`src/rtl/spi_tmg_pkg.sv`:
```
package spi_tmg_pkg;
  localparam int unsigned PRE_W = 2;
  localparam int unsigned SCL_W = 4;
  localparam int unsigned NDLY  = 3;
  localparam int unsigned CNT_W = 19;

  typedef enum logic [1:0] {
    PH_LEAD  = 2'd0,
    PH_BIT   = 2'd1,
    PH_TRAIL = 2'd2,
    PH_GAP   = 2'd3
  } phase_e;

  function automatic logic [CNT_W-1:0] baud_pre(input logic [PRE_W-1:0] idx);
    case (idx)
      2'd0:    return CNT_W'(2);
      2'd1:    return CNT_W'(3);
      2'd2:    return CNT_W'(5);
      default: return CNT_W'(7);
    endcase
  endfunction

  function automatic logic [CNT_W-1:0] baud_scl(input logic [SCL_W-1:0] idx);
    if (idx < 4) return CNT_W'(2 * (int'(idx) + 1));
    return CNT_W'(1) << idx;
  endfunction

  function automatic logic [CNT_W-1:0] dly_pre(input logic [PRE_W-1:0] idx);
    return CNT_W'(2 * int'(idx) + 1);
  endfunction

  function automatic logic [CNT_W-1:0] dly_scl(input logic [SCL_W-1:0] idx);
    return CNT_W'(1) << (int'(idx) + 1);
  endfunction
endpackage

```
`src/rtl/spi_tmg_calc.sv`:
```
module spi_tmg_calc
  import spi_tmg_pkg::*;
(
  input  logic [PRE_W-1:0]            br_pre_i,
  input  logic [SCL_W-1:0]            br_scl_i,
  input  logic                        br_dbl_i,
  input  logic [NDLY-1:0][PRE_W-1:0]  dly_pre_i,
  input  logic [NDLY-1:0][SCL_W-1:0]  dly_scl_i,
  output logic [CNT_W-1:0]            ivl_a_o,
  output logic [CNT_W-1:0]            ivl_b_o,
  output logic [NDLY-1:0][CNT_W-1:0]  dly_len_o
);
  logic [CNT_W-1:0] prod, period;

  assign prod    = CNT_W'(baud_pre(br_pre_i) * baud_scl(br_scl_i));
  assign period  = br_dbl_i ? (prod >> 1) : prod;
  // longer half first when period is odd
  assign ivl_b_o = period >> 1;
  assign ivl_a_o = period - ivl_b_o;

  for (genvar d = 0; d < NDLY; d++) begin : g_dly
    assign dly_len_o[d] = CNT_W'(dly_pre(dly_pre_i[d]) * dly_scl(dly_scl_i[d]));
  end
endmodule

```
`src/rtl/spi_tmg_seq.sv`:
```
module spi_tmg_seq
  import spi_tmg_pkg::*;
(
  input  logic                       clk_i,
  input  logic                       rst_ni,
  input  logic                       start_i,
  input  logic                       stop_i,
  input  logic [1:0]                 phase_i,
  input  logic [CNT_W-1:0]           ivl_a_i,
  input  logic [CNT_W-1:0]           ivl_b_i,
  input  logic [NDLY-1:0][CNT_W-1:0] dly_len_i,
  output logic                       sck_edge_o,
  output logic                       done_o,
  output logic                       busy_o
);
  phase_e           ph_q;
  logic             active_q, half_q, tick;
  logic [CNT_W-1:0] cnt_q, a_q, b_q, dly_sel;

  always_comb begin
    case (phase_e'(phase_i))
      PH_TRAIL: dly_sel = dly_len_i[1];
      PH_GAP:   dly_sel = dly_len_i[2];
      default:  dly_sel = dly_len_i[0];
    endcase
  end

  always_ff @(posedge clk_i or negedge rst_ni) begin
    if (!rst_ni) begin
      active_q <= 1'b0;
      half_q   <= 1'b0;
      ph_q     <= PH_LEAD;
      cnt_q    <= '0;
      a_q      <= '0;
      b_q      <= '0;
    end else if (start_i) begin
      active_q <= 1'b1;
      half_q   <= 1'b0;
      ph_q     <= phase_e'(phase_i);
      a_q      <= ivl_a_i;
      b_q      <= ivl_b_i;
      cnt_q    <= (phase_e'(phase_i) == PH_BIT) ? ivl_a_i - 1'b1 : dly_sel - 1'b1;
    end else if (stop_i) begin
      active_q <= 1'b0;
    end else if (tick) begin
      if (ph_q == PH_BIT) begin
        half_q <= ~half_q;
        cnt_q  <= (half_q ? a_q : b_q) - 1'b1;
      end else begin
        active_q <= 1'b0;
      end
    end else if (active_q) begin
      cnt_q <= cnt_q - 1'b1;
    end
  end

  assign tick       = active_q && (cnt_q == '0);
  assign sck_edge_o = tick && (ph_q == PH_BIT);
  assign done_o     = tick && (ph_q != PH_BIT);
  assign busy_o     = active_q;
endmodule

```
`src/rtl/spi_tmg_scaler.sv`:
```
module spi_tmg_scaler
  import spi_tmg_pkg::*;
#(
  parameter int unsigned NSETS = 2,
  localparam int unsigned SEL_W = (NSETS > 1) ? $clog2(NSETS) : 1
) (
  input  logic                                   clk_i,
  input  logic                                   rst_ni,
  input  logic                                   start_i,
  input  logic                                   stop_i,
  input  logic [1:0]                             phase_i,
  input  logic [SEL_W-1:0]                       set_sel_i,
  input  logic [NSETS-1:0][PRE_W-1:0]            br_pre_i,
  input  logic [NSETS-1:0][SCL_W-1:0]            br_scl_i,
  input  logic [NSETS-1:0]                       br_dbl_i,
  input  logic [NSETS-1:0][NDLY-1:0][PRE_W-1:0]  dly_pre_i,
  input  logic [NSETS-1:0][NDLY-1:0][SCL_W-1:0]  dly_scl_i,
  output logic                                   sck_edge_o,
  output logic                                   delay_done_o,
  output logic                                   busy_o
);
  logic [CNT_W-1:0]           ivl_a_s [NSETS];
  logic [CNT_W-1:0]           ivl_b_s [NSETS];
  logic [NDLY-1:0][CNT_W-1:0] dly_s   [NSETS];

  for (genvar s = 0; s < NSETS; s++) begin : g_set
    spi_tmg_calc u_calc (
      .br_pre_i  (br_pre_i[s]),
      .br_scl_i  (br_scl_i[s]),
      .br_dbl_i  (br_dbl_i[s]),
      .dly_pre_i (dly_pre_i[s]),
      .dly_scl_i (dly_scl_i[s]),
      .ivl_a_o   (ivl_a_s[s]),
      .ivl_b_o   (ivl_b_s[s]),
      .dly_len_o (dly_s[s])
    );
  end

  logic [CNT_W-1:0]           ivl_a, ivl_b;
  logic [NDLY-1:0][CNT_W-1:0] dly_len;

  always_comb begin
    ivl_a   = ivl_a_s[0];
    ivl_b   = ivl_b_s[0];
    dly_len = dly_s[0];
    for (int s = 1; s < NSETS; s++) begin
      if (int'(set_sel_i) == s) begin
        ivl_a   = ivl_a_s[s];
        ivl_b   = ivl_b_s[s];
        dly_len = dly_s[s];
      end
    end
  end

  spi_tmg_seq u_seq (
    .clk_i      (clk_i),
    .rst_ni     (rst_ni),
    .start_i    (start_i),
    .stop_i     (stop_i),
    .phase_i    (phase_i),
    .ivl_a_i    (ivl_a),
    .ivl_b_i    (ivl_b),
    .dly_len_i  (dly_len),
    .sck_edge_o (sck_edge_o),
    .done_o     (delay_done_o),
    .busy_o     (busy_o)
  );
endmodule

```
`config.mk`:
```
export PLATFORM = sky130hd
export DESIGN_NAME = spi_tmg_scaler
export DESIGN_NICKNAME = d
export VERILOG_FILES = /design/src/rtl/spi_tmg_pkg.sv /design/src/rtl/spi_tmg_calc.sv /design/src/rtl/spi_tmg_seq.sv /design/src/rtl/spi_tmg_scaler.sv
export SDC_FILE = /design/constraint.sdc
export NUM_CORES = 1
export LEC_CHECK = 0
export ABC_CLOCK_PERIOD_IN_PS = 10000
export BUFFER_PORTS_ARGS = -buffer_cell sky130_fd_sc_hd__clkbuf_2
export CORE_MARGIN = 2
export CORE_UTILIZATION = 36
export CTS_CLUSTER_SIZE = 24
export DETAILED_ROUTE_END_ITERATION = 10
export SLEW_MARGIN = 20
export SYNTH_ARGS = -nofsm -noshare
export SYNTH_HDL_FRONTEND = slang
export SYNTH_SLANG_ARGS = --single-unit
```
`constraint.sdc`:
```
create_clock -name clk_i -period 10 [get_ports clk_i]
set_input_delay 1 -clock clk_i [delete_from_list [all_inputs] [get_ports clk_i]]
set_output_delay 1 -clock clk_i [all_outputs]
set_load 0.005 [all_outputs]
```
==> results.md, run 1 <==
- After detailed routing, the total wire length is 58,700 µm.
- At the worst endpoint, the arrival time is approximately 8200 ps.
- In this run, post-CTS repair resized a total of 0 instances.
- The horizontal die dimension is 243 µm.
- The final period demand of the worst path is 7940 ps.
- After the first detailed-routing iteration, the DRC count stood at approximately 1,200.
- At the later pin of the worst-skew pair, clock insertion delay measures ~350 ps.
- The via count is roughly 19,000.
- STA puts the critical path data required time at 10,250 ps.
- At the pin with the least slew margin, the transition time is 1180 ps.
- Buffers inserted during clock tree synthesis total 9.
- The type of the setup path with the least slack is input pin to flop.
- Counting stages on the worst path, the most repeated cell is sky130_fd_sc_hd__o21ai_0.
- The clock arrives with 8.22 ps of skew.
- The total of max-cap violations is 0.
- The final HPWL from detailed placement is ~48,000 µm.
- The cell count after synthesis came out at 2,651.
- The final setup violation count is 0.
- The number of antenna violations at the first check in global routing is 3.
- The number of endpoints with negative hold slack in the final report is 0.
- The synthesized netlist occupies a cell area of 20,600 µm².
- The maximum level of the CTS H-tree is 3.
- The via count of the first global-routing pass is 18,800.
- The analysis attributes to net switching a power of slightly above 700 µW.
- The initial utilization of the core area, before any placement, comes to 36.5%.
- Buffers placed on the I/O ports in this run total between 50 and 60.
- The post-route netlist has 7.09% of its cells at a drive strength greater than 1.
- The buffer depth of the longest clock path is 2.
- The first-pass GRT wire length is 94,800 µm.
- The hold-fix buffer count after cts is 0.
- The slowest stage of the critical path is the sky130_fd_sc_hd__fa_1 cell.
- The number of setup buffers added after CTS is 0.
- Yosys printed 0 warnings.
- Clock tree synthesis selected as its root buffer the cell sky130_fd_sc_hd__clkbuf_16.
- The flow ran to the end, and the final reports show no timing, DRC or antenna violations.
- Entering global routing, the biggest net connects 74 pins.
- The final max-slew violation count is 0.
- The fraction of power spent switching nets is 45.2%.
- The row count is 87.
- The biggest area contributor in the post-synthesis netlist is sky130_fd_sc_hd__ha_1.
- The clock-pin slew of the registers on the worst-case setup and hold paths is approximately 60 ps.
- In this run the worst hold path is classified as flop to flop.
- The overall track demand over capacity in global routing is between 15 and 20%.
- The placeable core area is 56,500 µm².
- Cell internal power was estimated by the tool at 867 µW.
- The mean number of vias per cell is between 5 and 6.
- The sequential cell fraction of total power is 21.5%.
- The upper clock frequency limit is ~130 MHz.
- After synthesis, the most frequently instantiated cells are sky130_fd_sc_hd__ha_1 (287), sky130_fd_sc_hd__nor2_1 (244), sky130_fd_sc_hd__nand2_1 (199).
- The worst setup path is launched from an input pin.
- The most used flip-flop cell after synthesis is sky130_fd_sc_hd__dfrtp_1.
- Adding up every negative setup slack in the final design gives 0 ps.
- STA classifies the critical path endpoint as a flop.
- Along the worst path, the maximum fanout reaches 15.
- Of the total power, combinational logic draws 56.8%.
- The total power divided by cell area is ~73 nW/µm².
- The leakage component of the power is 0.0110 µW.
- The netlist uses 106 different library cells.
- The number of detailed-routing iterations run before antenna repair is 8.
- The routability-driven placement congestion ratio is a little over 0.9.
- In this run, synthesis inferred 0 flip-flops with an integrated enable.
- The synthesis-to-layout area growth is 5.53%.
- The clock network fraction of design power is approximately 22%.
- The CTS tree is built.
- From bottom edge to top edge, the die measures 243 µm.
- For this run, the register share of the synthesized area comes to 7.29%.
- Yosys attributes the largest share of cell area to sky130_fd_sc_hd__ha_1 (17%), sky130_fd_sc_hd__fa_1 (12%), sky130_fd_sc_hd__dfrtp_1 (7.3%), sky130_fd_sc_hd__and3_1 (4.7%), sky130_fd_sc_hd__nor2_1 (4.4%).
- Counting every sink on the clock net gives 60.
- For this run, the share of the core covered by cells in the final layout is about two fifths.
- The share of flip-flops with an asynchronous set or reset after synthesis is 100%.
- The largest single stage delay on the critical path is around 550 ps.
- The worst path uses 79.4% of the clock period.
- The average cell area after synthesis is just under 8 µm².
- Counting flops and latches in the post-synthesis netlist gives 60.
- Across the VDD grid, the largest voltage drop is slightly above 0.00007 V.
- The top-area cell type share of the netlist area is 17.4%.
- The post-detailed-route count of antenna-violating nets is 0.
- The final-stage net count is 3,103.
- The die covers 59,100 µm².
- The average wire per cell in the routed design is 17.3 µm.
- The number of top-level pins is 60.
- For this run, design rule violations remaining after detail routing come to 0.
- In this run the tightest slew margin relative to its limit is 19.5%.
- For this run the aggregate overflow at the end of global routing stands at 0.
- Setup repair after global routing left no endpoint under its margin.
- Yosys instantiated no cell more often than sky130_fd_sc_hd__ha_1.
## state kept, by name (all words and copies together), names as in the netlist
register      cells
u_seq.busy_o      1
u_seq.ph_q        2
u_seq.a_q        19
u_seq.b_q        18
u_seq.cnt_q      19
u_seq.half_q      1
## path summary, 6_finish.rpt
check | from | end | slack (ps) | depth (start not counted)
min in group asynchronous | rst_ni | u_seq.b_q[16]$_DFFE_PN0P_ | 820 | 2
max | br_scl_i[6] | u_seq.cnt_q[18]$_DFFE_PN0P_ | 2060 | 31
min | u_seq.a_q[12]$_DFFE_PN0P_ | u_seq.a_q[12]$_DFFE_PN0P_ | 480 | 1
min reg2reg | u_seq.a_q[12]$_DFFE_PN0P_ | u_seq.a_q[12]$_DFFE_PN0P_ | 480 | 1
max in group asynchronous | rst_ni | u_seq.cnt_q[9]$_DFFE_PN0P_ | 8640 | 2
max reg2reg | u_seq.busy_o$_DFFE_PN0P_ | u_seq.cnt_q[18]$_DFFE_PN0P_ | 6000 | 15
## worst max-delay path: cells and delay by family
family                     cells  cell delay (ps)
xor gates and xnor gates       1              220
AOI/OAI and AO/OA             15             3150
buffers and inverters          3              460
and+or+nand+nor                8             1700
adders and majority gates      4             1660
## through the flow
stage          cells  total power, µW  area, µm²  setup WS (ps)  hold slack [ps]
4_1_cts         3392             1570      21700           2130              481
6_report        3394             1580      21700           2060              480
2_1_floorplan   2667              986      20700           2810              441
5_1_grt         3393             1690      21700           1570              495
3_5_place_dp    3376             1220      21400           1860              469
3_3_place_gp    3376             1200      21400           2090              462
## routing by layer
layer	vias to the layer above	GRT usage, %	share of wire (%)
li1	9420	-	-
met1	9291	25.8	45
met2	566	32.0	46
met3	93	3.90	6.6
met4	2	4.85	2.2
met5	-	0	0.015
## cell usage in the layout (no fill, tap or decap), drive strengths merged, types with 14 or more instances in the layout
cell and n:
ha 287, nor2 244, nand2 199, inv 181, a21oi 165, and3 156
o21ai 136, fa 128, nor3 94, and2 81, xnor2 81, clkbuf 67
dfrtp 60, mux2i 59, nand3 59, nand2b 58, xor2 50, nor2b 49
a21o 42, a211oi 40, mux2 30, o31ai 24, o21a 23, or3 22
o211ai 21, nor4 19, conb 18, a31oi 16, nor3b 15, or2 14
## cell type report
class	count	area [µm²]
Fill cell	5804	34800
Clock inverter	7	98.8
Inverter	180	676
Sequential cell	60	1500
Timing Repair Buffer	68	365
Tap cell	756	946
Multi-Input combinational cell	2312	17900
Antenna cell	2	5.00
Clock buffer	9	225
## power by group through the flow
stage                     clock network [µW]  logic [µW]  registers, µW
after CTS                                346         889            338
after detailed placement                   0         882            342
final                                    344         899            340
after global placement                     0         866            339
after floorplan                            0         659            327
after global routing                     356         990            346
## kinds of logic after synthesis
family          count (synthesis)  synth area share (%)
xor+xnor                      131                  5.57
flops                          60                  7.29
buf+inv                       295                  6.03
compound gates                599                  19.7
simple gates                 1050                  26.2
mux                            95                  5.16
other cells                     2                0.0365
fa+ha+maj                     419                  30.1
Power figures use the tool's default switching activity.
==> run 2: changes to the inputs <==
Settings changed: ABC_AREA from default to 1, ABC_CLOCK_PERIOD_IN_PS 10000 to 6500.
Clock period 10 ns to 6.5 ns, I/O delays scaled along.
==> results.md, run 2 <==
- The run finished with clean final reports.
- Setup repair after global routing left no endpoint under its margin.
- The endpoint of the worst hold path is u_seq.a_q[17]$_DFFE_PN0P_.
- The setup slack of the worst register-to-register path is 2720 ps (-3280 ps).
- The top-area cell type share of the netlist area is 17.0% (-0.41 points).
- The class of the tightest hold or removal check is flop to flop.
- The post-detailed-route count of antenna-violating nets is 0 (unchanged).
- The slowest stage of the critical path is the sky130_fd_sc_hd__fa_1 cell.
- The clock-pin slew of the registers on the worst-case setup and hold paths is 50 ps (about the same).
- The basic-gate share of the synthesized area counting and, or, nand and nor cells came to 38.1% (+12 points).
- The number of antenna violations at the first check in global routing is 0 (-3).
- The largest registers in the layout are u_seq.a_q: 19 flops, u_seq.cnt_q: 19 flops, u_seq.b_q: 18 flops.
- The overall track demand over capacity in global routing is 19.4% (about the same).
- The number of top-level pins was 60 (unchanged).
- The actual slew at the worst max-slew pin is 837 ps (-340 ps).
- The number of antenna repair diodes is 0 (-2).
- The worst setup path is captured at a flop.
- The effective utilization at floorplan is 36.5% (about the same).
- The mean number of vias per cell is 5.01 (-12%).
- The maximum level of the CTS H-tree is 3 (unchanged).
- The number of endpoints with negative hold slack in the final report came to 0 (unchanged).
- The total die area came to 60,500 µm² (+2.4%).
- The average wire per cell in the routed design was 13.6 µm (-21%).
- The worst hold path startpoint is u_seq.a_q[17]$_DFFE_PN0P_.
- The final setup TNS was 0 ps (unchanged).
- The via count of the first global-routing pass is 19,900 (+5.7%).
- The final setup skew was 6.20 ps (-2.02 ps).
- The final max-slew violation count is 0 (unchanged).
- The final routed wirelength across all metal layers came to 57,900 µm (-1.4%).
- The largest net degree at the start of global routing is 79 (+6.8%).
- The number of buffer cells added on primary ports came to 59 (unchanged).
- The dominant combinational cell family by area after synthesis is simple AND/OR/NAND/NOR gates.
- The data required time at the worst endpoint is 6720 ps (-3530 ps).
- The synthesis-to-layout area growth is 6.32%.
- The flop and latch count out of synthesis came to 60 (unchanged).
- The critical path buffer and inverter count came to 4 (+1).
- The library cell with the highest instance count after synthesis is sky130_fd_sc_hd__nand2_1.
- The routability-driven placement congestion ratio came to 0.883 (-2.6%).
- The number of post-CTS setup repair buffers is 0 (unchanged).
- The number of DRC violations after detailed routing is 0 (unchanged).
- The number of clock sinks is 60 (unchanged).
- In the post-synthesis netlist, the biggest area contributors are sky130_fd_sc_hd__ha_1 (17%), sky130_fd_sc_hd__nand2_1 (14%), sky130_fd_sc_hd__fa_1 (12%), sky130_fd_sc_hd__inv_1 (9.6%), sky130_fd_sc_hd__nand3_1 (8.4%).
- The instance count of the mapped netlist was 3,462 (+31%).
- The buffer depth of the longest clock path is 2 (unchanged).
- The critical path depth is 34 (+9.7%).
- TritonCTS built the clock tree.
- The final setup violation count is 0 (unchanged).
- In the layout the commonest cells are sky130_fd_sc_hd__nand2_1 (811), sky130_fd_sc_hd__inv_1 (537), sky130_fd_sc_hd__nor2_1 (396).
- The Yosys warning count is 0 (unchanged).
- The worst setup path is launched from an input pin.
- The clock root buffer master is sky130_fd_sc_hd__clkbuf_16.
- The fraction of the yosys area taken by sequential cells was 7.12% (-0.17 points).
- The cell class contributing the biggest share of worst-path delay is simple AND/OR/NAND/NOR gates.
- The data arrival time of the worst path is 6130 ps (-2060 ps).
- The total CTS buffers is 9 (unchanged).
- The final worst hold slack was 477 ps (-3.01 ps).
- The number of cells traversed by the worst register-to-register path is 27 (+12).
- The total power divided by cell area came to 101 nW/µm² (+38%).
- The upper clock frequency limit is between 150 and 200 MHz.
- The hold-fix buffer count after cts is 0 (unchanged).
- The share of cell area taken by muxes after synthesis is 0% (-5.2 points).
- The final period demand of the worst path is 5910 ps.
- In the synthesized netlist, the cells that appear most often are sky130_fd_sc_hd__nand2_1 (811), sky130_fd_sc_hd__inv_1 (537), sky130_fd_sc_hd__nor2_1 (396).
- The total of max-cap violations is 0 (unchanged).
- The final instance count without filler cells is 4,241 (+25%).
- The placeable core area is 57,800 µm² (+2.3%).
- The number of cells in the design after placement was 4,226 (+25%).
- The relative slew slack is 44.2% (+25 points).
- The row count is 88 (+1.1%).
- The clock network latency to the later pin of the worst-skew pair came to 330 ps (-20 ps).
- The first-pass GRT wire length was 97,900 µm (+3.2%).
- The worst path uses 91.0% of the clock period.
- The top fanout value on the critical path came to 5 (-10).
- The delay of the slowest cell on the worst path came to 530 ps (-20 ps).
- The final-stage net count is 3,944 (+27%).
- The adder and majority cell fraction of the synthesized area is 29.2% (-0.89 points).
- The final HPWL from detailed placement is 48,400 µm (+0.69%).
- The parity-gate share of the synthesized area counting xor and xnor cells came to 1.79% (-3.8 points).
- The remaining global-route overflow was 0 (unchanged).
- The setup path with the least slack is of type input pin to flop.
- The maximum resistive drop on vdd is 0.000121 V (+69%).
- The layout filler cell count is 6,400 (+10%).
- The biggest area contributor in the post-synthesis netlist is sky130_fd_sc_hd__ha_1.
- The total standard cell area after synthesis came to 21,100 µm² (+2.4%).
- The cell depth of the worst min-delay path is 2 (+1).
- The share of layout cells above drive strength 1 was 5.72% (-1.4 points).
- The share of flip-flops with an asynchronous set or reset after synthesis is 100% (unchanged).
- The number of distinct library cells after synthesis came to 56 (-47%).
- The compound-gate portion of the synthesized area is 11.5% (-8.1 points).
- The most used flip-flop cell after synthesis is sky130_fd_sc_hd__dfrtp_1.
- The number of detailed-routing iterations run before antenna repair is 6 (-2).
- The number of enable-type register cells in the synthesized netlist was 0 (unchanged).
- The average cell area after synthesis is 6.09 µm² (-22%).
- The chip height is 246 µm (+1.2%).
- The most frequent standard cell in the layout excluding fill and tap cells is sky130_fd_sc_hd__nand2_1.
- The reg-to-reg startpoint is u_seq.cnt_q[3]$_DFFE_PN0P_.
- In this run the critical register-to-register path is captured at u_seq.cnt_q[18]$_DFFE_PN0P_.
- The horizontal die dimension is 246 µm (+1.2%).
- The number of DRC markers after the initial detailed-route iteration came to 1,349 (+12%).
- The via count is 21,200 (+9.6%).
- The leakage component of the power was 0.0125 µW (+14%).
[run 2: worst max path at each step]
stage | end | start
after floorplan | u_seq.cnt_q[18]$_DFFE_PN0P_ | br_scl_i[0]
after global placement | u_seq.cnt_q[18]$_DFFE_PN0P_ | br_scl_i[0]
after detailed placement | u_seq.cnt_q[18]$_DFFE_PN0P_ | br_scl_i[0]
after CTS | u_seq.cnt_q[18]$_DFFE_PN0P_ | br_scl_i[0]
after global routing | u_seq.cnt_q[18]$_DFFE_PN0P_ | br_scl_i[4]
final | u_seq.cnt_q[18]$_DFFE_PN0P_ | br_scl_i[4]
[run 2: final cells by class]
type                    count  area (µm²)  share of cell area [%]
multi-input cells        2754       17100                    76.2
inverters                 568        2130                    9.52
flip-flops and latches     60        1500                    6.70
well taps                 765         957                    4.27
repair buffers             79         448                    2.00
clock buffers              14         274                    1.22
clock inverters             1        30.0                   0.134
[run 2: what timing repair did]
action,in CTS,in global routing
hold endpoints to repair,0,0
setup endpoints to repair,0,4
resized for setup,0,2
[run 2: metal layers]
| metal | part of all wire (%) | wire, µm | global-route usage (%) | up-vias |
|---|---|---|---|---|
| met5 | 0 | 0 | 0 | - |
| met4 | 2.1 | 1240 | 4.71 | 0 |
| met3 | 3.1 | 1790 | 0.839 | 59 |
| met2 | 45 | 25800 | 31.9 | 374 |
| met1 | 50 | 29100 | 27.7 | 9584 |
| li1 | - | - | - | 11200 |
[run 2: worst register-to-register path: stages (launching register included)]
cell and delay [ps]:
sky130_fd_sc_hd__dfrtp_1 460, sky130_fd_sc_hd__inv_2 40, sky130_fd_sc_hd__nand3_1 70, sky130_fd_sc_hd__nor2_1 50, sky130_fd_sc_hd__nand3_1 480, sky130_fd_sc_hd__inv_2 280, sky130_fd_sc_hd__nand2_1 130, sky130_fd_sc_hd__nand3_1 60
sky130_fd_sc_hd__and3_1 220, sky130_fd_sc_hd__inv_1 80, sky130_fd_sc_hd__ha_1 160, sky130_fd_sc_hd__inv_1 70, sky130_fd_sc_hd__nor2_4 140, sky130_fd_sc_hd__nand2_2 80, sky130_fd_sc_hd__nor2_4 120, sky130_fd_sc_hd__nand3_2 120
sky130_fd_sc_hd__nor2_4 140, sky130_fd_sc_hd__nand3_2 90, sky130_fd_sc_hd__nor2_2 120, sky130_fd_sc_hd__nand2_2 90, sky130_fd_sc_hd__nor2_4 120, sky130_fd_sc_hd__nand2_4 70, sky130_fd_sc_hd__nor2_4 110, sky130_fd_sc_hd__nand2_2 60
sky130_fd_sc_hd__nor2_2 90, sky130_fd_sc_hd__nand3_1 70, sky130_fd_sc_hd__nand3_1 70, sky130_fd_sc_hd__nand2_1 70
[run 2: per-stage QoR]
| step | power (µW) | utilization (%) | setup slack, ps | area (µm²) |
|---|---|---|---|---|
| after floorplan | 1440 | - | 973 | 21100 |
| after global placement | 1760 | 38.3 | 257 | 22100 |
| after detailed placement | 1760 | 38.3 | 128 | 22100 |
| after CTS | 2260 | 38.8 | 472 | 22400 |
| after global routing | 2470 | 38.8 | 15.7 | 22400 |
| final | 2260 | 38.8 | 587 | 22400 |
[run 2: where the power goes]
| part | internal [µW] | switching [µW] |
|---|---|---|
| Clock | 326 | 164 |
| Sequential | 448 | 44.3 |
| Combinational | 425 | 853 |
[run 2: cells by family after synthesis]
group                    count (synthesis)
AO/OA/AOI/OAI                          432
XOR/XNOR                                43
adder cells (fa/ha/maj)                415
buffers and inverters                  664
flip-flops                              60
other                                    2
AND/OR/NAND/NOR                       1846
